<file path="src/rtl/mw_eeprom_pkg.sv">
package mw_eeprom_pkg;

  localparam int OPC_W = 2;
  localparam logic [OPC_W-1:0] OPC_READ = 2'b10;

  typedef enum logic [2:0] {
    ST_WAIT  = 3'd0,
    ST_OPC   = 3'd1,
    ST_ADDR  = 3'd2,
    ST_DUMMY = 3'd3,
    ST_READ  = 3'd4
  } mw_state_t;

endpackage

</file>
<file path="src/rtl/mw_line_sync.sv">
module mw_line_sync #(
  parameter int SYNC_STAGES = 2,
  parameter int RST_STAGES  = 2
) (
  input  logic clk,
  input  logic rst_n,
  input  logic sel_i,
  input  logic sclk_i,
  input  logic sdi_i,
  output logic rst_n_s,
  output logic sel_s,
  output logic sdi_s,
  output logic sclk_rise
);

  localparam int LINES = 3;

  // reset release synchroniser
  logic [RST_STAGES-1:0] rst_chain_q;
  always_ff @(posedge clk or negedge rst_n) begin
    if (!rst_n) rst_chain_q <= '0;
    else        rst_chain_q <= {rst_chain_q[RST_STAGES-2:0], 1'b1};
  end
  assign rst_n_s = rst_chain_q[RST_STAGES-1];

  // data line synchronisers, one chain per line
  logic [LINES-1:0] raw_lines;
  logic [LINES-1:0] synced;
  assign raw_lines = {sclk_i, sdi_i, sel_i};

  for (genvar l = 0; l < LINES; l++) begin : g_line
    logic [SYNC_STAGES-1:0] chain_q;
    always_ff @(posedge clk or negedge rst_n_s) begin
      if (!rst_n_s) chain_q <= '0;
      else          chain_q <= {chain_q[SYNC_STAGES-2:0], raw_lines[l]};
    end
    assign synced[l] = chain_q[SYNC_STAGES-1];
  end

  logic sclk_prev_q;
  always_ff @(posedge clk or negedge rst_n_s) begin
    if (!rst_n_s) sclk_prev_q <= 1'b0;
    else          sclk_prev_q <= synced[2];
  end

  assign sel_s     = synced[0];
  assign sdi_s     = synced[1];
  assign sclk_rise = synced[2] & ~sclk_prev_q;

endmodule

</file>
<file path="src/rtl/mw_word_store.sv">
module mw_word_store #(
  parameter int          ADDR_W       = 6,
  parameter int          DATA_W       = 16,
  parameter logic [15:0] ID_WORD0     = 16'h8129,
  parameter logic [15:0] ID_WORD1     = 16'h10EC,
  parameter logic [15:0] ID_WORD2     = 16'h8139,
  parameter int          STN_BASE     = 7,
  parameter logic [47:0] STATION_ADDR = 48'h5254_0012_3456
) (
  input  logic              clk,
  input  logic              rst_n,
  input  logic [ADDR_W-1:0] rd_addr,
  output logic [DATA_W-1:0] rd_word
);

  localparam int DEPTH     = 1 << ADDR_W;
  localparam int STN_WORDS = 3;

  function automatic logic [DATA_W-1:0] init_word(input int idx);
    logic [DATA_W-1:0] w;
    w = '0;
    if (idx == 0) w = DATA_W'(ID_WORD0);
    if (idx == 1) w = DATA_W'(ID_WORD1);
    if (idx == 2) w = DATA_W'(ID_WORD2);
    for (int j = 0; j < STN_WORDS; j++) begin
      if (idx == STN_BASE + j) begin
        w = DATA_W'({STATION_ADDR[39-16*j -: 8], STATION_ADDR[47-16*j -: 8]});
      end
    end
    return w;
  endfunction

  logic [DEPTH-1:0][DATA_W-1:0] words;

  for (genvar w = 0; w < DEPTH; w++) begin : g_word
    logic [DATA_W-1:0] word_q;
    always_ff @(posedge clk or negedge rst_n) begin
      if (!rst_n) word_q <= init_word(w);
      else        word_q <= word_q;
    end
    assign words[w] = word_q;
  end

  assign rd_word = words[rd_addr];

endmodule

</file>
<file path="src/rtl/mw_cmd_fsm.sv">
module mw_cmd_fsm
  import mw_eeprom_pkg::*;
#(
  parameter int ADDR_W = 6,
  parameter int DATA_W = 16,
  parameter int CNT_W  = 4
) (
  input  logic              clk,
  input  logic              rst_n,
  input  logic              sel_s,
  input  logic              sdi_s,
  input  logic              sclk_rise,
  input  logic [DATA_W-1:0] rd_word,
  output logic [ADDR_W-1:0] rd_addr,
  output logic              dout,
  output mw_state_t         state,
  output logic [CNT_W-1:0]  cnt
);

  mw_state_t         state_q, state_n;
  logic [CNT_W-1:0]  cnt_q, cnt_n;
  logic [OPC_W-1:0]  opc_q, opc_n;
  logic [ADDR_W-1:0] addr_q, addr_n;
  logic [DATA_W-1:0] shreg_q, shreg_n;
  logic              dout_q, dout_n;

  always_comb begin
    state_n = state_q;
    cnt_n   = cnt_q;
    opc_n   = opc_q;
    addr_n  = addr_q;
    shreg_n = shreg_q;
    dout_n  = dout_q;
    if (!sel_s) begin
      state_n = ST_WAIT;
      cnt_n   = '0;
      opc_n   = '0;
      shreg_n = '0;
      dout_n  = 1'b1;
    end else if (sclk_rise) begin
      unique case (state_q)
        ST_WAIT: begin
          if (sdi_s) begin
            state_n = ST_OPC;
            cnt_n   = '0;
          end
        end
        ST_OPC: begin
          opc_n = {opc_q[OPC_W-2:0], sdi_s};
          if (cnt_q == CNT_W'(OPC_W - 1)) begin
            state_n = ST_ADDR;
            cnt_n   = '0;
          end else begin
            cnt_n = cnt_q + 1'b1;
          end
        end
        ST_ADDR: begin
          addr_n = {addr_q[ADDR_W-2:0], sdi_s};
          if (cnt_q == CNT_W'(ADDR_W - 1)) begin
            cnt_n = '0;
            if (opc_q == OPC_READ) begin
              state_n = ST_DUMMY;
              dout_n  = 1'b0;
            end else begin
              state_n = ST_WAIT;
              dout_n  = 1'b1;
            end
          end else begin
            cnt_n = cnt_q + 1'b1;
          end
        end
        ST_DUMMY: begin
          shreg_n = rd_word;
          dout_n  = rd_word[DATA_W-1];
          cnt_n   = '0;
          state_n = ST_READ;
        end
        ST_READ: begin
          if (cnt_q == CNT_W'(DATA_W - 1)) begin
            state_n = ST_WAIT;
            cnt_n   = '0;
            opc_n   = '0;
            shreg_n = '0;
            dout_n  = 1'b1;
          end else begin
            shreg_n = {shreg_q[DATA_W-2:0], 1'b0};
            dout_n  = shreg_q[DATA_W-2];
            cnt_n   = cnt_q + 1'b1;
          end
        end
        default: begin
          state_n = ST_WAIT;
          dout_n  = 1'b1;
        end
      endcase
    end
  end

  always_ff @(posedge clk or negedge rst_n) begin
    if (!rst_n) begin
      state_q <= ST_WAIT;
      cnt_q   <= '0;
      opc_q   <= '0;
      addr_q  <= '0;
      shreg_q <= '0;
      dout_q  <= 1'b1;
    end else begin
      state_q <= state_n;
      cnt_q   <= cnt_n;
      opc_q   <= opc_n;
      addr_q  <= addr_n;
      shreg_q <= shreg_n;
      dout_q  <= dout_n;
    end
  end

  assign rd_addr = addr_q;
  assign dout    = dout_q;
  assign state   = state_q;
  assign cnt     = cnt_q;

endmodule

</file>
<file path="src/rtl/mw_eeprom_responder.sv">
module mw_eeprom_responder
  import mw_eeprom_pkg::*;
#(
  parameter int          ADDR_W       = 6,
  parameter int          DATA_W       = 16,
  parameter int          SYNC_STAGES  = 2,
  parameter logic [15:0] ID_WORD0     = 16'h8129,
  parameter logic [15:0] ID_WORD1     = 16'h10EC,
  parameter logic [15:0] ID_WORD2     = 16'h8139,
  parameter int          STN_BASE     = 7,
  parameter logic [47:0] STATION_ADDR = 48'h5254_0012_3456
) (
  input  logic clk,
  input  logic rst_n,
  input  logic sel_i,
  input  logic sclk_i,
  input  logic sdi_i,
  output logic sdo_o
);

  localparam int CNT_MAX = (DATA_W > ADDR_W) ? DATA_W : ADDR_W;
  localparam int CNT_W   = $clog2(CNT_MAX);

  logic              rst_n_s;
  logic              sel_s;
  logic              sdi_s;
  logic              sclk_rise;
  logic [ADDR_W-1:0] rd_addr;
  logic [DATA_W-1:0] rd_word;
  logic              dout;
  mw_state_t         state_w;
  logic [CNT_W-1:0]  cnt_w;

  mw_line_sync #(
    .SYNC_STAGES (SYNC_STAGES),
    .RST_STAGES  (2)
  ) u_sync (
    .clk       (clk),
    .rst_n     (rst_n),
    .sel_i     (sel_i),
    .sclk_i    (sclk_i),
    .sdi_i     (sdi_i),
    .rst_n_s   (rst_n_s),
    .sel_s     (sel_s),
    .sdi_s     (sdi_s),
    .sclk_rise (sclk_rise)
  );

  mw_word_store #(
    .ADDR_W       (ADDR_W),
    .DATA_W       (DATA_W),
    .ID_WORD0     (ID_WORD0),
    .ID_WORD1     (ID_WORD1),
    .ID_WORD2     (ID_WORD2),
    .STN_BASE     (STN_BASE),
    .STATION_ADDR (STATION_ADDR)
  ) u_store (
    .clk     (clk),
    .rst_n   (rst_n_s),
    .rd_addr (rd_addr),
    .rd_word (rd_word)
  );

  mw_cmd_fsm #(
    .ADDR_W (ADDR_W),
    .DATA_W (DATA_W),
    .CNT_W  (CNT_W)
  ) u_fsm (
    .clk       (clk),
    .rst_n     (rst_n_s),
    .sel_s     (sel_s),
    .sdi_s     (sdi_s),
    .sclk_rise (sclk_rise),
    .rd_word   (rd_word),
    .rd_addr   (rd_addr),
    .dout      (dout),
    .state     (state_w),
    .cnt       (cnt_w)
  );

  assign sdo_o = sel_s & dout;

endmodule

</file>
<file path="config.mk">
export PLATFORM = sky130hd
export DESIGN_NAME = mw_eeprom_responder
export DESIGN_NICKNAME = d
export VERILOG_FILES = /design/src/rtl/mw_eeprom_pkg.sv /design/src/rtl/mw_line_sync.sv /design/src/rtl/mw_word_store.sv /design/src/rtl/mw_cmd_fsm.sv /design/src/rtl/mw_eeprom_responder.sv
export SDC_FILE = /design/constraint.sdc
export NUM_CORES = 1
export LEC_CHECK = 0
export BUFFER_PORTS_ARGS = -buffer_cell sky130_fd_sc_hd__buf_2
export CAP_MARGIN = 20
export CORE_AREA = 5 5 100 102
export DETAILED_ROUTE_END_ITERATION = 8
export DIE_AREA = 0 0 105 107
export SLEW_MARGIN = 15
export SYNTH_ARGS = -nofsm -noshare
export SYNTH_HDL_FRONTEND = slang
export SYNTH_HIERARCHICAL = 1
export SYNTH_SLANG_ARGS = --single-unit
</file>
<file path="constraint.sdc">
create_clock -name clk -period 1.4 [get_ports clk]
set_clock_uncertainty 0.1 [all_clocks]
set_input_delay 0.14 -clock clk [delete_from_list [all_inputs] [get_ports clk]]
set_output_delay 0.14 -clock clk [all_outputs]
set_load 0.02 [all_outputs]
</file>
=== Word-level counts from Yosys, hierarchy flattened ===
Memories as Yosys holds them, arrays and structs flattened.
Index checks and enable logic that the tools add are counted.

* Register bits: 40
* Bits in read-only memories: 1024
* Input port bits: 5
* Output and inout port bits: 1
* Logic and storage cells: 72
* Memories kept: 1

* $add $sub $neg: 1
* Magnitude comparators: 1
* Equality and inequality tests: 17
* Multiplexer cells: 30
* Bitwise operators: 3
* Reductions and logical operators: 8

{| class="wikitable"
|+ Memory list
! memory !! depth !! width !! rd ports !! clocked after memory_dff !! wr ports !! line !! source
|-
| (name not given) || 64 || 16 || 1 || 0 || 0 || mw_word_store.sv:44 || <nowiki>assign rd_word = words[rd_addr];</nowiki>
|}

{| class="wikitable"
|+ Operators by type and width
! cell !! count
|-
| 15-bit 2-to-1 mux || 3
|-
| 15-bit case mux with 2 select lines || 1
|-
| 4-bit 2-to-1 mux || 6
|-
| 4-bit case mux with 5 select lines || 1
|-
| 3-bit 2-to-1 mux || 6
|-
| 16-bit 2-to-1 mux || 1
|-
| 3-bit case mux with 5 select lines || 1
|-
| 3-bit AND reduction || 4
|-
| 3-bit by 2-bit != test with 1-bit output (second input constant) || 3
|-
| 2-bit 2-to-1 mux || 4
|-
| 6-bit by 7-bit less-than comparator with 1-bit output (second input constant) || 1
|-
| 3-bit by 2-bit equality test with 1-bit output (second input constant) || 2
|-
| 3-bit by 1-bit != test with 1-bit output (second input constant) || 2
|-
| 6-bit by 1-bit != test with 1-bit output (second input constant) || 1
|-
| 1-bit 2-to-1 mux || 5
|-
| 5-bit AND reduction || 1
|-
| 4-bit by 1-bit adder with 4-bit output (second input constant) || 1
|-
| 4-bit by 1-bit equality test with 1-bit output (second input constant) || 1
|-
| 4-bit by 3-bit equality test with 1-bit output (second input constant) || 1
|-
| 4-bit equality test (second input constant) || 1
|-
| 2-bit != test (second input constant) || 2
|-
| 1-bit case mux with 4 select lines || 1
|-
| 2-bit case mux with 2 select lines || 1
|-
| 3-bit by 1-bit equality test with 1-bit output (second input constant) || 1
|-
| other kinds (8) || 9
|}

=== Longest topological paths before layout ===
* Depth after elaboration: 6
* Gate-level depth with buffers: 7
* Depth with buffers taken out: 6

=== Modules after synthesis ===
Netlist, hierarchy kept.

{| class="wikitable"
|+ By module, submodules not included
! module !! times used !! cells an instance !! area each (um^2) !! sequential area each (um^2)
|-
| mw_cmd_fsm || 1 || 163 || 1707.9 || 777.0
|-
| mw_line_sync || 1 || 11 || 242.7 || 225.2
|-
| mw_word_store || 1 || 32 || 222.7 || 0.0
|-
| mw_eeprom_responder || 1 || 1 || 6.3 || 0.0
|}

=== Worst setup path before layout ===
Ideal clock, no wire load.

* Path type: reg2reg
* Start point: reg u_fsm.cnt_q[0], in the netlist u_fsm/cnt[0]
* End point: reg u_fsm.cnt_q[3], in the netlist u_fsm/cnt[3]
* Library setup time: 0.082 ns
* Data arrival time: 1.588 ns
* Required time: 1.218 ns
* Slack: -0.370 ns
* Cell stages (with the launch flop): 6
* Path buffers: 0
* Period minus slack after synthesis: 1.770 ns
* Cells stage by stage: dfrtp_1 ha_1 nor2b_1 a2111oi_2 o211ai_1 a31oi_1

* Word-level cells in the longest chain between the ends: 5
* Elaborated cells on any way between the ends: 10
* Those cells by class: 1 x add/sub; 3 x eq/ne; 6 x mux

{| class="wikitable"
|+ Ends and longest elaborated chain
! element !! line !! source
|-
| from (decl) || mw_cmd_fsm.sv:21 || <nowiki>logic [CNT_W-1:0] cnt_q, cnt_n;</nowiki>
|-
| from (signal assigned) || mw_cmd_fsm.sv:109 || <nowiki>cnt_q <= cnt_n;</nowiki>
|-
| 4-bit by 1-bit adder with 4-bit output, or another cell as far along || mw_cmd_fsm.sv:54, mw_cmd_fsm.sv:69, mw_cmd_fsm.sv:88 ||
|-
| 4-bit 2-to-1 mux, on equally long branches || mw_cmd_fsm.sv:79, mw_cmd_fsm.sv:50, mw_cmd_fsm.sv:59 ||
|-
| 4-bit case mux with 5 select lines (*) || mw_cmd_fsm.sv:41 || <nowiki>unique case (state_q)</nowiki>
|-
| 4-bit 2-to-1 mux (*) || mw_cmd_fsm.sv:40 || <nowiki>end else if (sclk_rise) begin</nowiki>
|-
| 4-bit 2-to-1 mux (*) || mw_cmd_fsm.sv:34 || <nowiki>if (!sel_s) begin</nowiki>
|}

Every way passes the cells marked *; elsewhere a longest branch is shown, timed or not. The select of a mux whose other input is x is not followed.
A chain may end at the register's enable or synchronous reset.

=== Worst setup path after layout ===
* Start point: reg u_fsm.state_q[0], in the netlist u_fsm/state[0]
* End point: reg u_fsm.shreg_q[7]

* Word-level cells in the longest chain between the ends: 4
* Elaborated cells on any way between the ends: 7
* Those cells by class: 3 x eq/ne; 3 x mux; 1 x reduce/logical

{| class="wikitable"
|+ Ends and longest elaborated chain
! element !! line !! source
|-
| from (decl) || mw_cmd_fsm.sv:20 || <nowiki>mw_state_t state_q, state_n;</nowiki>
|-
| from (signal assigned) || mw_cmd_fsm.sv:108 || <nowiki>state_q <= state_n;</nowiki>
|-
| 3-bit equality test or 3-bit by 2-bit equality test with 1-bit output (tied branches) || mw_cmd_fsm.sv:41 ||
|-
| 15-bit case mux with 2 select lines || mw_cmd_fsm.sv:41 ||
|-
| 15-bit 2-to-1 mux || mw_cmd_fsm.sv:40 ||
|-
| 15-bit 2-to-1 mux || mw_cmd_fsm.sv:34 ||
|-
| to (signal assigned) || mw_cmd_fsm.sv:112 || <nowiki>shreg_q <= shreg_n;</nowiki>
|-
| to (decl) || mw_cmd_fsm.sv:24 || <nowiki>logic [DATA_W-1:0] shreg_q, shreg_n;</nowiki>
|}

Several ways; a longest one is shown, not always the timed one. The select of a mux whose other input is x is not followed.

==> impl_metrics.env <==
export IMPL_synth_top_area_frac=0.448
export IMPL_clkLatencyLatePin_ps=290
export IMPL_setup_worst_path_class="register to register"
export IMPL_grt_pass1_vias=1906
export IMPL_nets=290
export IMPL_worstPathCellList="or3b_4, buf_8, nor2_4, a22oi_2, o2bb2ai_1"
export IMPL_multi_input_area_mm2=0.00142
export IMPL_hold_violations=0
export IMPL_drt_iter0_markers=127
export IMPL_die_x_um=105
export IMPL_antenna_left=0
export IMPL_regArea_mm2=0.00101
export IMPL_slowest_delay_ps=460
export IMPL_cts_buffer_depth=2
export IMPL_ys_async_sr_fraction=1.00
export IMPL_first_pass_iters=4
export IMPL_yosysSeqAreaShare=0.460
export IMPL_cts_root_buf="clkbuf_8"
export IMPL_syn_avg_cell_area_um2=10.5
export IMPL_yosys_area_top_type="dfrtp_1"
export IMPL_wl_per_cell_um=15.3
export IMPL_startpoint="u_fsm/state[0]"
export IMPL_wl_met2_um=2990
export IMPL_drv_cap=0
export IMPL_peakVddDrop_mv=0.611
export IMPL_htreeDepth=2
export IMPL_yosys_register_bits=40
export IMPL_met3_length_um=156
export IMPL_p_leak_nw=1.45
export IMPL_m1WireLength_um=2770
export IMPL_clock_fmax_mhz=560
export IMPL_fp_coreArea_mm2=0.00902
export IMPL_end_kind="register"
export IMPL_n_antenna_cell=0
export IMPL_grt_max_degree=15
export IMPL_yosys_top_cells_area="dfrtp_1, o2bb2ai_1, a22oi_1"
export IMPL_netlist_instances=207
export IMPL_gp_congestion=0.873
export IMPL_overflow=0
export IMPL_violations="setup timing"
export IMPL_worstReg2RegStart="u_fsm/state[0]"
export IMPL_setup_viol=31
export IMPL_rows=35
export IMPL_cts_tree="built"
export IMPL_worstReg2RegEnd="u_fsm/shreg_q[7]"
export IMPL_io_pins=6
export IMPL_layout_cells_non_filler=395
export IMPL_synthFlopType="dfrtp_1"
export IMPL_status="finished with violations"
export IMPL_synth_cell_types=55
export IMPL_initial_utilization=0.242
export IMPL_clkTransAtPathRegs_ps=90
export IMPL_hold_path_class="register to asynchronous set/reset pin"
export IMPL_dp_cells=362
export IMPL_cts_sinks=40
export IMPL_finalMaxSlewViolations=0
export IMPL_power_total_mw=2.23
export IMPL_dr_max_layer_used="met4"
export IMPL_power_density_mw_per_mm2=640
export IMPL_numCtsBuffers=5
export IMPL_cp_num_buf_inv=1
export IMPL_mostFrequentLayoutCells="buf_4, dfrtp_1, a22oi_2"
export IMPL_fill_cells=863
export IMPL_synth_edf_count=0
export IMPL_port_buffers=5
export IMPL_finalCriticalPeriod_ps=1790
export IMPL_routed_wl_um=6050
export IMPL_finalHoldWorstSlack_ps=44.7
export IMPL_reg2reg_depth=5
export IMPL_period_share=1.28
export IMPL_cp_top_family="simple AND/OR/NAND/NOR gates"
export IMPL_yosysWarningCount=6
export IMPL_worst_setup_path_start_kind="register"
export IMPL_grt_pass1_wl_um=9280
export IMPL_drc_errors=0
export IMPL_layout_commonest_cell="buf_4"
export IMPL_arrival_ps=1900
export IMPL_syn2layout_area_growth_pct=59.9
export IMPL_critPathSlowestCell="dfrtp_2"
export IMPL_grt_total_usage=0.0996
export IMPL_viasPerCell=4.97
export IMPL_rsz0062_at_grt="yes"
export IMPL_setup_ws_ps=-385
export IMPL_synth_area_mm2=0.00218
export IMPL_regToRegSetupSlack_ps=-390
export IMPL_dieArea_mm2=0.0112
export IMPL_antenna_found_initial=0
export IMPL_die_y_um=107
export IMPL_cp_required_ps=1520
export IMPL_hpwl_um=3680
export IMPL_drive_gt1_frac=0.588
export IMPL_vias=1965
export IMPL_critPathMaxFanout=7
sequential cells by signal, indices dropped and copies added, names as in the netlist:
| signal | flops |
|---|---|
| u_sync/rst_chain_q | 2 |
| u_sync/g_line.chain_q | 6 |
| u_fsm/rd_addr | 6 |
| u_fsm/state | 3 |
| u_fsm/shreg_q | 15 |
| u_fsm/dout | 1 |
| u_sync/sclk_prev_q | 1 |
| u_fsm/cnt | 4 |
| u_fsm/opc_q | 2 |
worst max-delay path by stage:
stage                     depth (start not counted)               end
after detailed placement                          5    u_fsm/state[1]
after global placement                            5    u_fsm/state[0]
final                                             5  u_fsm/shreg_q[7]
after CTS                                         6    u_fsm/state[1]
after floorplan                                   6        u_fsm/dout
after global routing                              5  u_fsm/shreg_q[7]
per-layer routing:
metal | GRT usage | vias to the layer above
li1 | - | 928
met1 | 0.137 | 987
met3 | 0.0181 | 14
met2 | 0.159 | 36
met5 | 0 | -
met4 | 0.0311 | 0
cells in the mapped netlist, types with 3 or more instances:
library cell	n
nor3_1	4
inv_1	8
a31oi_1	3
buf_2	6
clkbuf_1	5
nor4_1	3
mux2_2	7
o211ai_1	4
dfrtp_1	39
a22oi_1	14
nor2_1	5
a21oi_1	12
o21ai_0	5
buf_4	8
o2bb2ai_1	14
a211oi_1	3
nand2_1	9
nand3_1	4
nor2b_1	4
or3b_1	3
cell type report:
class	instances	area share
Multi-Input combinational cell	142	0.407
Sequential cell	40	0.289
Clock buffer	6	0.0208
Clock inverter	2	0.00359
Timing Repair Buffer	86	0.231
Inverter	8	0.00862
Tap cell	111	0.0399
cell families after synthesis:
kind of cell               after synthesis  synth area share
AOI/OAI and AO/OA                       69             0.236
adders and majority gates                2            0.0115
buffers and inverters                   27            0.0637
DFF                                     40             0.460
muxes                                    9            0.0454
other                                    2           0.00345
and+or+nand+nor                         58             0.180
metrics by stage:
| step | setup TNS [ps] | worst slack [ps] | utilization | instance area, um^2 |
|---|---|---|---|---|
| after global placement | -6750 | -357 | 0.310 | 2790 |
| final | -7630 | -385 | 0.386 | 3480 |
| after CTS | -6410 | -293 | 0.354 | 3190 |
| after floorplan | -4280 | -254 | - | 2330 |
| after detailed placement | -6420 | -320 | 0.310 | 2790 |
| after global routing | -9350 | -461 | 0.386 | 3480 |
what timing repair did:
item                       4_1_cts  5_1_grt
setup endpoints to repair       32       32
gates cloned                     1        3
pin swaps                       28       27
buffers inserted                10        8
resized for setup               34       41
hold endpoints to repair         5        0
hold buffers                     4        0
where the power goes:
part | total [mW] | switching [mW] | internal [mW]
sequential | 1.19 | 0.0173 | 1.17
clock | 0.772 | 0.423 | 0.349
combinational | 0.267 | 0.132 | 0.135
Power figures use the tool's default switching activity.
